## config.mk

```make
export PLATFORM = sky130hd
export DESIGN_NAME = sqsum_accel
export DESIGN_NICKNAME = d
export VERILOG_FILES = /design/src/rtl/sqsum_pkg.sv /design/src/rtl/sqsum_regs.sv /design/src/rtl/sqsum_ctrl.sv /design/src/rtl/sqsum_dp.sv /design/src/rtl/sqsum_accel.sv
export SDC_FILE = /design/constraint.sdc
export NUM_CORES = 2
export LEC_CHECK = 0
export BUFFER_PORTS_ARGS = -buffer_cell sky130_fd_sc_hd__buf_2
export CORE_MARGIN = 2
export CORE_UTILIZATION = 70
export CTS_BUF_LIST = sky130_fd_sc_hd__clkbuf_4 sky130_fd_sc_hd__clkbuf_8
export DETAILED_ROUTE_END_ITERATION = 8
export MAX_ROUTING_LAYER = met4
export PLACE_DENSITY = 0.9
export SLEW_MARGIN = 25
export SYNTH_ARGS = -nofsm -noshare
export SYNTH_HDL_FRONTEND = slang
export SYNTH_SLANG_ARGS = --single-unit
```

## constraint.sdc

```tcl
create_clock -name clk -period 19.3 [get_ports clk]
set_input_delay 1.93 -clock clk [delete_from_list [all_inputs] [get_ports clk]]
set_output_delay 1.93 -clock clk [all_outputs]
set_load 0.1 [all_outputs]
```

## src/rtl/sqsum_pkg.sv

```systemverilog
package sqsum_pkg;
  // Strobes from the controller to the datapath
  typedef struct packed {
    logic latchBase;  // capture register 0 as the job's base address
    logic capture;    // store the current read beat in the next buffer slot
    logic compute;    // form the sum of squares into the result slot
  } dpCtl_t;

  typedef enum logic [2:0] {
    ST_IDLE, ST_RADDR, ST_RDATA, ST_CALC, ST_WRITE, ST_WRESP
  } ctlState_t;

  localparam logic [1:0] RESP_OKAY = 2'b00;
endpackage

```

## src/rtl/sqsum_regs.sv

```systemverilog
module sqsum_regs #(
  parameter int DATA_W  = 32,
  parameter int REG_CNT = 4,
  localparam int IDX_W  = $clog2(REG_CNT),
  localparam int REG_AW = IDX_W + 2,
  localparam int STRB_W = DATA_W / 8
) (
  input  logic              clk,
  input  logic              rst,
  input  logic [REG_AW-1:0] awaddr,
  input  logic              awvalid,
  output logic              awready,
  input  logic [DATA_W-1:0] wdata,
  input  logic [STRB_W-1:0] wstrb,
  input  logic              wvalid,
  output logic              wready,
  output logic [1:0]        bresp,
  output logic              bvalid,
  input  logic              bready,
  input  logic [REG_AW-1:0] araddr,
  input  logic              arvalid,
  output logic              arready,
  output logic [DATA_W-1:0] rdata,
  output logic [1:0]        rresp,
  output logic              rvalid,
  input  logic              rready,
  output logic              start,
  output logic [DATA_W-1:0] baseWord
);
  logic [DATA_W-1:0] regFile [REG_CNT];
  logic              wrFire;
  logic [IDX_W-1:0]  wrIdx, rdIdx;

  // Address and data are accepted together, and only once the previous response has gone
  assign wrFire   = awvalid && wvalid && !bvalid;
  assign awready  = wrFire;
  assign wready   = wrFire;
  assign arready  = !rvalid;
  assign bresp    = sqsum_pkg::RESP_OKAY;
  assign rresp    = sqsum_pkg::RESP_OKAY;
  assign wrIdx    = awaddr[REG_AW-1:2];
  assign rdIdx    = araddr[REG_AW-1:2];
  assign baseWord = regFile[0];

  always_ff @(posedge clk) begin
    if (rst) begin
      for (int i = 0; i < REG_CNT; i++) regFile[i] <= '0;
      bvalid <= 1'b0;
      rvalid <= 1'b0;
      rdata  <= '0;
      start  <= 1'b0;
    end else begin
      start <= wrFire;
      if (wrFire) begin
        for (int b = 0; b < STRB_W; b++)
          if (wstrb[b]) regFile[wrIdx][b*8 +: 8] <= wdata[b*8 +: 8];
        bvalid <= 1'b1;
      end else if (bready) begin
        bvalid <= 1'b0;
      end
      if (arvalid && !rvalid) begin
        rvalid <= 1'b1;
        rdata  <= regFile[rdIdx];
      end else if (rready) begin
        rvalid <= 1'b0;
      end
    end
  end
endmodule

```

## src/rtl/sqsum_ctrl.sv

```systemverilog
module sqsum_ctrl
  import sqsum_pkg::*;
(
  input  logic       clk,
  input  logic       rst,
  input  logic       start,
  output logic       m_arvalid,
  input  logic       m_arready,
  input  logic       m_rvalid,
  input  logic [1:0] m_rresp,
  input  logic       m_rlast,
  output logic       m_rready,
  output logic       m_awvalid,
  input  logic       m_awready,
  output logic       m_wvalid,
  input  logic       m_wready,
  input  logic       m_bvalid,
  input  logic [1:0] m_bresp,
  output logic       m_bready,
  output logic       done,
  output dpCtl_t     ctl
);
  ctlState_t state;
  logic      awSent, wSent, rdErr;
  logic      awFire, wFire;

  always_comb begin
    m_arvalid     = (state == ST_RADDR);
    m_rready      = (state == ST_RDATA);
    m_awvalid     = (state == ST_WRITE) && !awSent;
    m_wvalid      = (state == ST_WRITE) && !wSent;
    m_bready      = (state == ST_WRESP);
    awFire        = m_awvalid && m_awready;
    wFire         = m_wvalid && m_wready;
    ctl.latchBase = (state == ST_IDLE) && start;
    ctl.capture   = m_rvalid && m_rready;
    ctl.compute   = (state == ST_CALC);
  end

  always_ff @(posedge clk) begin
    if (rst) begin
      state  <= ST_IDLE;
      awSent <= 1'b0;
      wSent  <= 1'b0;
      rdErr  <= 1'b0;
      done   <= 1'b0;
    end else begin
      done <= 1'b0;
      unique case (state)
        ST_IDLE: if (start) begin
          state <= ST_RADDR;
          rdErr <= 1'b0;
        end
        ST_RADDR: if (m_arready) state <= ST_RDATA;
        ST_RDATA: if (m_rvalid) begin
          if (m_rlast)
            state <= (rdErr || m_rresp != RESP_OKAY) ? ST_IDLE : ST_CALC;
          else
            rdErr <= rdErr || (m_rresp != RESP_OKAY);
        end
        ST_CALC: begin
          state  <= ST_WRITE;
          awSent <= 1'b0;
          wSent  <= 1'b0;
        end
        ST_WRITE: begin
          awSent <= awSent || awFire;
          wSent  <= wSent || wFire;
          if ((awSent || awFire) && (wSent || wFire)) state <= ST_WRESP;
        end
        ST_WRESP: if (m_bvalid) begin
          state <= ST_IDLE;
          done  <= (m_bresp == RESP_OKAY);
        end
        default: state <= ST_IDLE;
      endcase
    end
  end
endmodule

```

## src/rtl/sqsum_dp.sv

```systemverilog
module sqsum_dp
  import sqsum_pkg::*;
#(
  parameter int DATA_W      = 32,
  parameter int ADDR_W      = 32,
  parameter int BUF_DEPTH   = 4,
  parameter int READ_BEATS  = 2,
  parameter int RESULT_SLOT = 2,
  parameter int RESULT_OFS  = 8,
  localparam int PTR_W      = $clog2(BUF_DEPTH),
  localparam int STRB_W     = DATA_W / 8
) (
  input  logic              clk,
  input  logic              rst,
  input  dpCtl_t            ctl,
  input  logic [DATA_W-1:0] baseWord,
  input  logic [DATA_W-1:0] rdata,
  output logic [ADDR_W-1:0] araddr,
  output logic [7:0]        arlen,
  output logic [ADDR_W-1:0] awaddr,
  output logic [7:0]        awlen,
  output logic [DATA_W-1:0] wdata,
  output logic [STRB_W-1:0] wstrb,
  output logic              wlast
);
  logic [DATA_W-1:0] bufMem [BUF_DEPTH];
  logic [ADDR_W-1:0] base;
  logic [PTR_W-1:0]  ptr;

  assign araddr = base;
  assign arlen  = 8'(READ_BEATS - 1);
  assign awaddr = base + ADDR_W'(RESULT_OFS);
  assign awlen  = 8'd0;
  assign wdata  = bufMem[RESULT_SLOT];
  assign wstrb  = '1;
  assign wlast  = 1'b1;

  always_ff @(posedge clk) begin
    if (rst) begin
      for (int i = 0; i < BUF_DEPTH; i++) bufMem[i] <= '0;
      base <= '0;
      ptr  <= '0;
    end else begin
      if (ctl.latchBase) begin
        base <= ADDR_W'(baseWord);
        ptr  <= '0;
      end
      if (ctl.capture) begin
        bufMem[ptr] <= rdata;
        ptr         <= ptr + 1'b1;
      end
      if (ctl.compute)
        bufMem[RESULT_SLOT] <= bufMem[0] * bufMem[0] + bufMem[1] * bufMem[1];
    end
  end
endmodule

```

## src/rtl/sqsum_accel.sv

```systemverilog
module sqsum_accel
  import sqsum_pkg::*;
#(
  parameter int DATA_W  = 32,
  parameter int ADDR_W  = 32,
  parameter int REG_CNT = 4,
  localparam int REG_AW = $clog2(REG_CNT) + 2,
  localparam int STRB_W = DATA_W / 8
) (
  input  logic              clk,
  input  logic              rst,
  input  logic [REG_AW-1:0] s_awaddr,
  input  logic              s_awvalid,
  output logic              s_awready,
  input  logic [DATA_W-1:0] s_wdata,
  input  logic [STRB_W-1:0] s_wstrb,
  input  logic              s_wvalid,
  output logic              s_wready,
  output logic [1:0]        s_bresp,
  output logic              s_bvalid,
  input  logic              s_bready,
  input  logic [REG_AW-1:0] s_araddr,
  input  logic              s_arvalid,
  output logic              s_arready,
  output logic [DATA_W-1:0] s_rdata,
  output logic [1:0]        s_rresp,
  output logic              s_rvalid,
  input  logic              s_rready,
  output logic [ADDR_W-1:0] m_araddr,
  output logic [7:0]        m_arlen,
  output logic              m_arvalid,
  input  logic              m_arready,
  input  logic [DATA_W-1:0] m_rdata,
  input  logic [1:0]        m_rresp,
  input  logic              m_rlast,
  input  logic              m_rvalid,
  output logic              m_rready,
  output logic [ADDR_W-1:0] m_awaddr,
  output logic [7:0]        m_awlen,
  output logic              m_awvalid,
  input  logic              m_awready,
  output logic [DATA_W-1:0] m_wdata,
  output logic [STRB_W-1:0] m_wstrb,
  output logic              m_wlast,
  output logic              m_wvalid,
  input  logic              m_wready,
  input  logic [1:0]        m_bresp,
  input  logic              m_bvalid,
  output logic              m_bready,
  output logic              done
);
  dpCtl_t            ctl;
  logic              start;
  logic [DATA_W-1:0] baseWord;

  sqsum_regs #(.DATA_W(DATA_W), .REG_CNT(REG_CNT)) u_regs (
    .clk(clk), .rst(rst),
    .awaddr(s_awaddr), .awvalid(s_awvalid), .awready(s_awready),
    .wdata(s_wdata), .wstrb(s_wstrb), .wvalid(s_wvalid), .wready(s_wready),
    .bresp(s_bresp), .bvalid(s_bvalid), .bready(s_bready),
    .araddr(s_araddr), .arvalid(s_arvalid), .arready(s_arready),
    .rdata(s_rdata), .rresp(s_rresp), .rvalid(s_rvalid), .rready(s_rready),
    .start(start), .baseWord(baseWord)
  );

  sqsum_ctrl u_ctrl (
    .clk(clk), .rst(rst), .start(start),
    .m_arvalid(m_arvalid), .m_arready(m_arready),
    .m_rvalid(m_rvalid), .m_rresp(m_rresp), .m_rlast(m_rlast), .m_rready(m_rready),
    .m_awvalid(m_awvalid), .m_awready(m_awready),
    .m_wvalid(m_wvalid), .m_wready(m_wready),
    .m_bvalid(m_bvalid), .m_bresp(m_bresp), .m_bready(m_bready),
    .done(done), .ctl(ctl)
  );

  sqsum_dp #(.DATA_W(DATA_W), .ADDR_W(ADDR_W)) u_dp (
    .clk(clk), .rst(rst), .ctl(ctl), .baseWord(baseWord), .rdata(m_rdata),
    .araddr(m_araddr), .arlen(m_arlen), .awaddr(m_awaddr), .awlen(m_awlen),
    .wdata(m_wdata), .wstrb(m_wstrb), .wlast(m_wlast)
  );
endmodule

```

Word-level counts from Yosys, hierarchy flattened
Memories as Yosys holds them, arrays and structs flattened. A register that Yosys moved wholly into a read port is not among the register bits.
Cells that the tools add are included.
Word-level totals
  register bits after elaboration: 12
  memory bits (writable): 256
  memories: 2
Cells by class
  add/subtract/negate cells: 3
  $mul: 2
  equal/unequal tests: 12
  mux-type cells: 51
  bitwise logic cells: 3
  reduce and logical (&&, ||, !) cells: 30
Memory list
  u_dp.bufMem: words 4, width 32, read ports 3, clocked after Yosys merged registers in 0, wr ports 4, line sqsum_dp.sv:26  | logic [DATA_W-1:0] bufMem [BUF_DEPTH];
  u_regs.regFile: words 4, width 32, read ports 2, clocked after Yosys merged registers in 2, wr ports 4, line sqsum_regs.sv:30  | logic [DATA_W-1:0] regFile [REG_CNT];
Operators by type and width (number)
  32-bit 2-to-1 mux: 3
  32-bit by 32-bit multiplier with 32-bit output: 2
  32-bit OR reduction: 2
  32-bit adder: 1
  32-bit by 4-bit adder with 32-bit output, second input constant: 1
  1-bit 2-to-1 mux: 32
  3-bit 2-to-1 mux: 6
  3-bit one-hot mux with 6 select lines: 1
  2-bit != test, second input constant: 6
  2-bit nonzero test: 6
  1-bit logical AND: 10
  2-bit 2-to-1 mux: 5
  3-bit by 2-bit equality test with 1-bit output, second input constant: 2
  3-bit equality test, second input constant: 2
  1-bit one-hot mux with 2 select lines: 3
  6-bit AND reduction: 1
  1-bit logical NOT: 4
  4-bit 2-to-1 mux: 1
  4-bit AND reduction: 1
  3-bit by 1-bit equality test with 1-bit output, second input constant: 1
  3-bit logical NOT: 1
  1-bit logical OR: 3
  3-bit OR reduction: 1
  2-bit by 1-bit adder with 2-bit output, second input constant: 1
  other kinds (4): 5

Logic depth before layout (Yosys ltp)
  word-level depth: 7
  gate-level depth with buffers: 33
  mapped depth without buffers: 31

Hierarchy
A second synthesis with hierarchy kept.
Second synthesis, totals
  cells, all modules: 3878
  area, all modules: 39989.6 um^2
By module, submodules not included
  sqsum_dp: times used 1, cells an instance 3289, area an instance 32742.7 um^2
  sqsum_regs: times used 1, cells an instance 536, area an instance 6832.8 um^2
  sqsum_ctrl: times used 1, cells an instance 53, area an instance 414.1 um^2

Worst setup path after synthesis
No wires, ideal clock.
  path kind: flip-flop to flip-flop
  from: memory u_dp.bufMem[0][3]
  to: memory u_dp.bufMem[2][30] (data pin)
  library setup time: 256 ps
  arrival: 7937 ps
  required time: 19044 ps
  setup slack: 11107 ps
  stages on the path, launching flop included: 30
  path buffers: 2
  clock period less this slack: 8193 ps
  cell sequence: edfxtp_1 -> clkbuf_1 -> clkbuf_1 -> nand2_1 -> fa_1 -> inv_1 -> fa_1 -> fa_1 -> fa_1 -> fa_1 -> inv_1 -> fa_1 -> inv_1 -> fa_1 -> fa_1 -> fa_1 -> inv_1 -> fa_1 -> inv_1 -> ha_1 -> a21o_1 -> a21oi_1 -> o21ai_0 -> o21ai_0 -> a21oi_1 -> a311oi_2 -> o21ai_2 -> nor2_1 -> o221ai_1 -> a22o_1
RTL lines (line)
  start: declaration: sqsum_dp.sv:26

==> summary.md <==
| Metric | Value |
|---|---|
| R2r endpoint | `u_dp.bufMem[2][31]` |
| Slew HR | `0.2664` |
| Iteration-0 DRC count of the detailed router | `2,198` |
| Buffers on Ports | `about 230` |
| Via count | `28,760` |
| NumNets Final | `approximately 5,200` |
| Slowest stage delay, CP | `around 0.96 ns` |
| Reg2reg path depth | `28` |
| Die width | `around 240 µm` |
| Clk_lat worst skew | `roughly 0.65 ns` |
| Syn Area/Cell | `about 10 µm²` |
| Worst r2r src | `u_dp.bufMem[0][8]` |
| # fillers | `~3,400` |
| Setup violators final | `0` |
| Crit path kind | `reg -> reg` |
| Worst hold path type | `reg -> reg` |
| Most common cell after layout, fill and taps aside | `inv_1` |
| Slew Limit Fails | `0` |
| GRT overflow | `0` |
| Synthesized cell area | `39,720 µm²` |
| CTS tree | `yes` |
| Root buf cell | `clkbuf_8` |
| Cell Rows | `87` |
| Pin count of the biggest net entering global routing | `64` |
| Netlist cell types | `69` |
| Worst Setup SP | `u_dp.bufMem[0][8]` |
| Yosys reg bits | `approximately 300` |
| DRC viols | `0` |
| Die H | `approximately 240 µm` |
| Setup slack, reg-to-reg | `9.97 ns` |
| Synthesis-to-finish area growth | `7.293%` |
| Top Ports | `~260` |
| RD Place Congestion | `approximately 1.0` |
| Full die area | `about 59,000 µm²` |
| Routed len/inst | `21.71 µm` |
| Fin cells | `between 4,000 and 5,000` |
| Vias in the first global route | `about 32,000` |
| Async S/R FF share, synth | `0` |
| First drt pass iteration count | `8` |
| Synth Instances | `3,903` |
| Routed wire length | `between 100,000 and 150,000 µm` |
| Initial Utilization | `0.7058` |
| Final min period | `just over 9 ns` |
| Startpoint types | `flip-flop` |
| Post-CTS Setup Inserts | `0` |
| Final Hold Fails | `0` |
| Initial antenna violation count | `5` |
| Critical Path End Type | `flip-flop` |
| Placed cells | `between 4,000 and 5,000` |
| Core Area | `between 50,000 and 60,000 µm²` |
| Detail Route Antenna Nets | `0` |
| Critical Path AT | `about 9.7 ns` |
| Worst Tran Pin Value | `around 1.1 ns` |
| Post-CTS sizing | `0` |
| Max_cap viols | `0` |
| TNS Setup | `0 ns` |
| Via-per-instance ratio | `between 5 and 6` |
| Worst Setup EP | `u_dp.bufMem[2][31]` |
| CTS Hold Buffers Added | `0` |
| TritonCTS buffer count | `51` |
| Total GRT Usage | `0.3904` |
| Fmax | `between 0.1 and 0.15 GHz` |
| Post-synth top flop | `edfxtp_1` |
| Clock Path Buffers | `3` |
| CP dominant cell by count | `fa_1` |
| Skew final | `just under 0.05 ns` |
| Sequential share of the synthesized area | `0.2061` |
| First-pass GRT wire length | `between 150,000 and 200,000 µm` |
| Share of layout cells above drive strength 1 | `0.1007` |
| CP required | `19.63 ns` |
| Crit Path Max Fanout | `23` |
| H-tree depth | `2` |
| YS warnings | `0` |
| Hold path cells | `2` |
| FF+latch area | `~8000 µm²` |
| CP max stage cell | `edfxtp_1` |
| Outcome | `finished, final reports clean` |
| Commonest cells after routing, fill and taps aside | `inv_1, fa_1, nand2_1` |
| Final worst path period share | `0.4835` |
| Area of the multi-input gates | `27,030 µm²` |
| Post-synth EDFFs | `approximately 220` |
| DP HPWL | `81,640 µm` |
| Worst-path clk slew | `~0.06 ns` |
| Unrepaired setup endpoints after global routing | `false` |
| CTS Sinks | `approximately 300` |
[layout make-up]
type | instances | area share
Inverter | 1016 | 0.08949
Timing Repair Buffer | 263 | 0.03324
Sequential cell | 298 | 0.1921
Clock inverter | 18 | 0.005373
Multi-Input combinational cell | 2427 | 0.6343
Clock buffer | 78 | 0.02284
Antenna cell | 7 | 0.0004111
Tap cell | 756 | 0.02220
[critical path: cells and delay by family, from the launching register on]
family / cells / cell delay, ns
fa+ha+maj: 11 / 5.40
compound gates: 8 / 1.60
flops: 1 / 0.96
simple gates: 2 / 0.48
buf+inv: 6 / 0.36
xor+xnor: 1 / 0.26
[stage by stage]
stage                     setup WS [ns]  instance area, µm²  utilization  hold WS, ns
after detailed placement          10.09               41380       0.7352       0.4440
after CTS                         10.10               42580       0.7566       0.4568
final                             9.968               42610       0.7572       0.4584
after floorplan                   11.11               39810            -       0.4596
after global routing              9.844               42610       0.7571       0.4712
after global placement            10.27               41380       0.7352       0.4397
[how the worst min path moves through the flow]
stage	start	end	slack, ns
finish	u_regs.rdata[11]	u_regs.rdata[11]	0.46
global route	u_regs.rdata[28]	u_regs.rdata[28]	0.47
CTS	u_regs.rdata[18]	u_regs.rdata[18]	0.46
floorplan	u_ctrl.awSent	u_ctrl.awSent	0.46
global placement	u_regs.rdata[6]	u_regs.rdata[6]	0.44
detailed placement	u_regs.rdata[14]	u_regs.rdata[14]	0.44
[registers in the layout, indices dropped and copies added (netlist names)]
name,cells
u_regs.regFile,128
u_dp.bufMem,94
u_dp.araddr,32
u_regs.rdata,32
u_ctrl.state,3
u_dp.ptr,2
u_ctrl.awSent,1
u_ctrl.done,1
u_ctrl.rdErr,1
u_ctrl.wSent,1
u_regs.bvalid,1
u_regs.rvalid,1
u_regs.start,1
[per-layer routing]
metal	GRT usage	vias to the layer above	share of wire
li1	-	11920	-
met1	0.4141	14430	0.30
met2	0.6664	1798	0.51
met3	0.06702	615	0.093
met4	0.2723	0	0.088
met5	-	-	0
[cell families after synthesis]
kind of cell / share of synthesized area
AOI/OAI and AO/OA: 0.03314
other: 0.0001891
adders and majority gates: 0.4778
xor gates and xnor gates: 0.02492
muxes: 0.01947
buffers and inverters: 0.1164
DFF: 0.2061
and+or+nand+nor: 0.1219
[Yosys cell counts (4+ instances only)]
cell type	number	share of area
fa_1	788	0.40
o21bai_1	10	0.0019
nand3b_1	7	0.0013
nor3_1	69	0.0087
or2_2	5	0.00079
a21oi_1	105	0.013
o21ai_0	35	0.0044
inv_1	1015	0.096
xnor2_1	83	0.018
and2_1	260	0.041
nor3b_1	4	0.00076
a21o_1	12	0.0023
o21ai_1	6	0.00076
nand4_1	6	0.00095
dfxtp_1	76	0.038
a22o_1	6	0.0013
buf_4	29	0.0055
nand3_1	10	0.0013
a32o_1	4	0.0010
nor2b_1	9	0.0014
nand2_1	435	0.041
clkbuf_1	150	0.014
nand2b_1	13	0.0020
nor2_1	84	0.0079
or3_1	8	0.0013
ha_1	256	0.081
and3_1	68	0.011
xor2_1	30	0.0066
o21a_1	5	0.00095
buf_1	5	0.00047
mux4_2	32	0.018
edfxtp_1	222	0.17
Power is left out: the tool's default activity adds up to more than one toggle a clock period on the data nets, which glitch-free logic cannot reach.
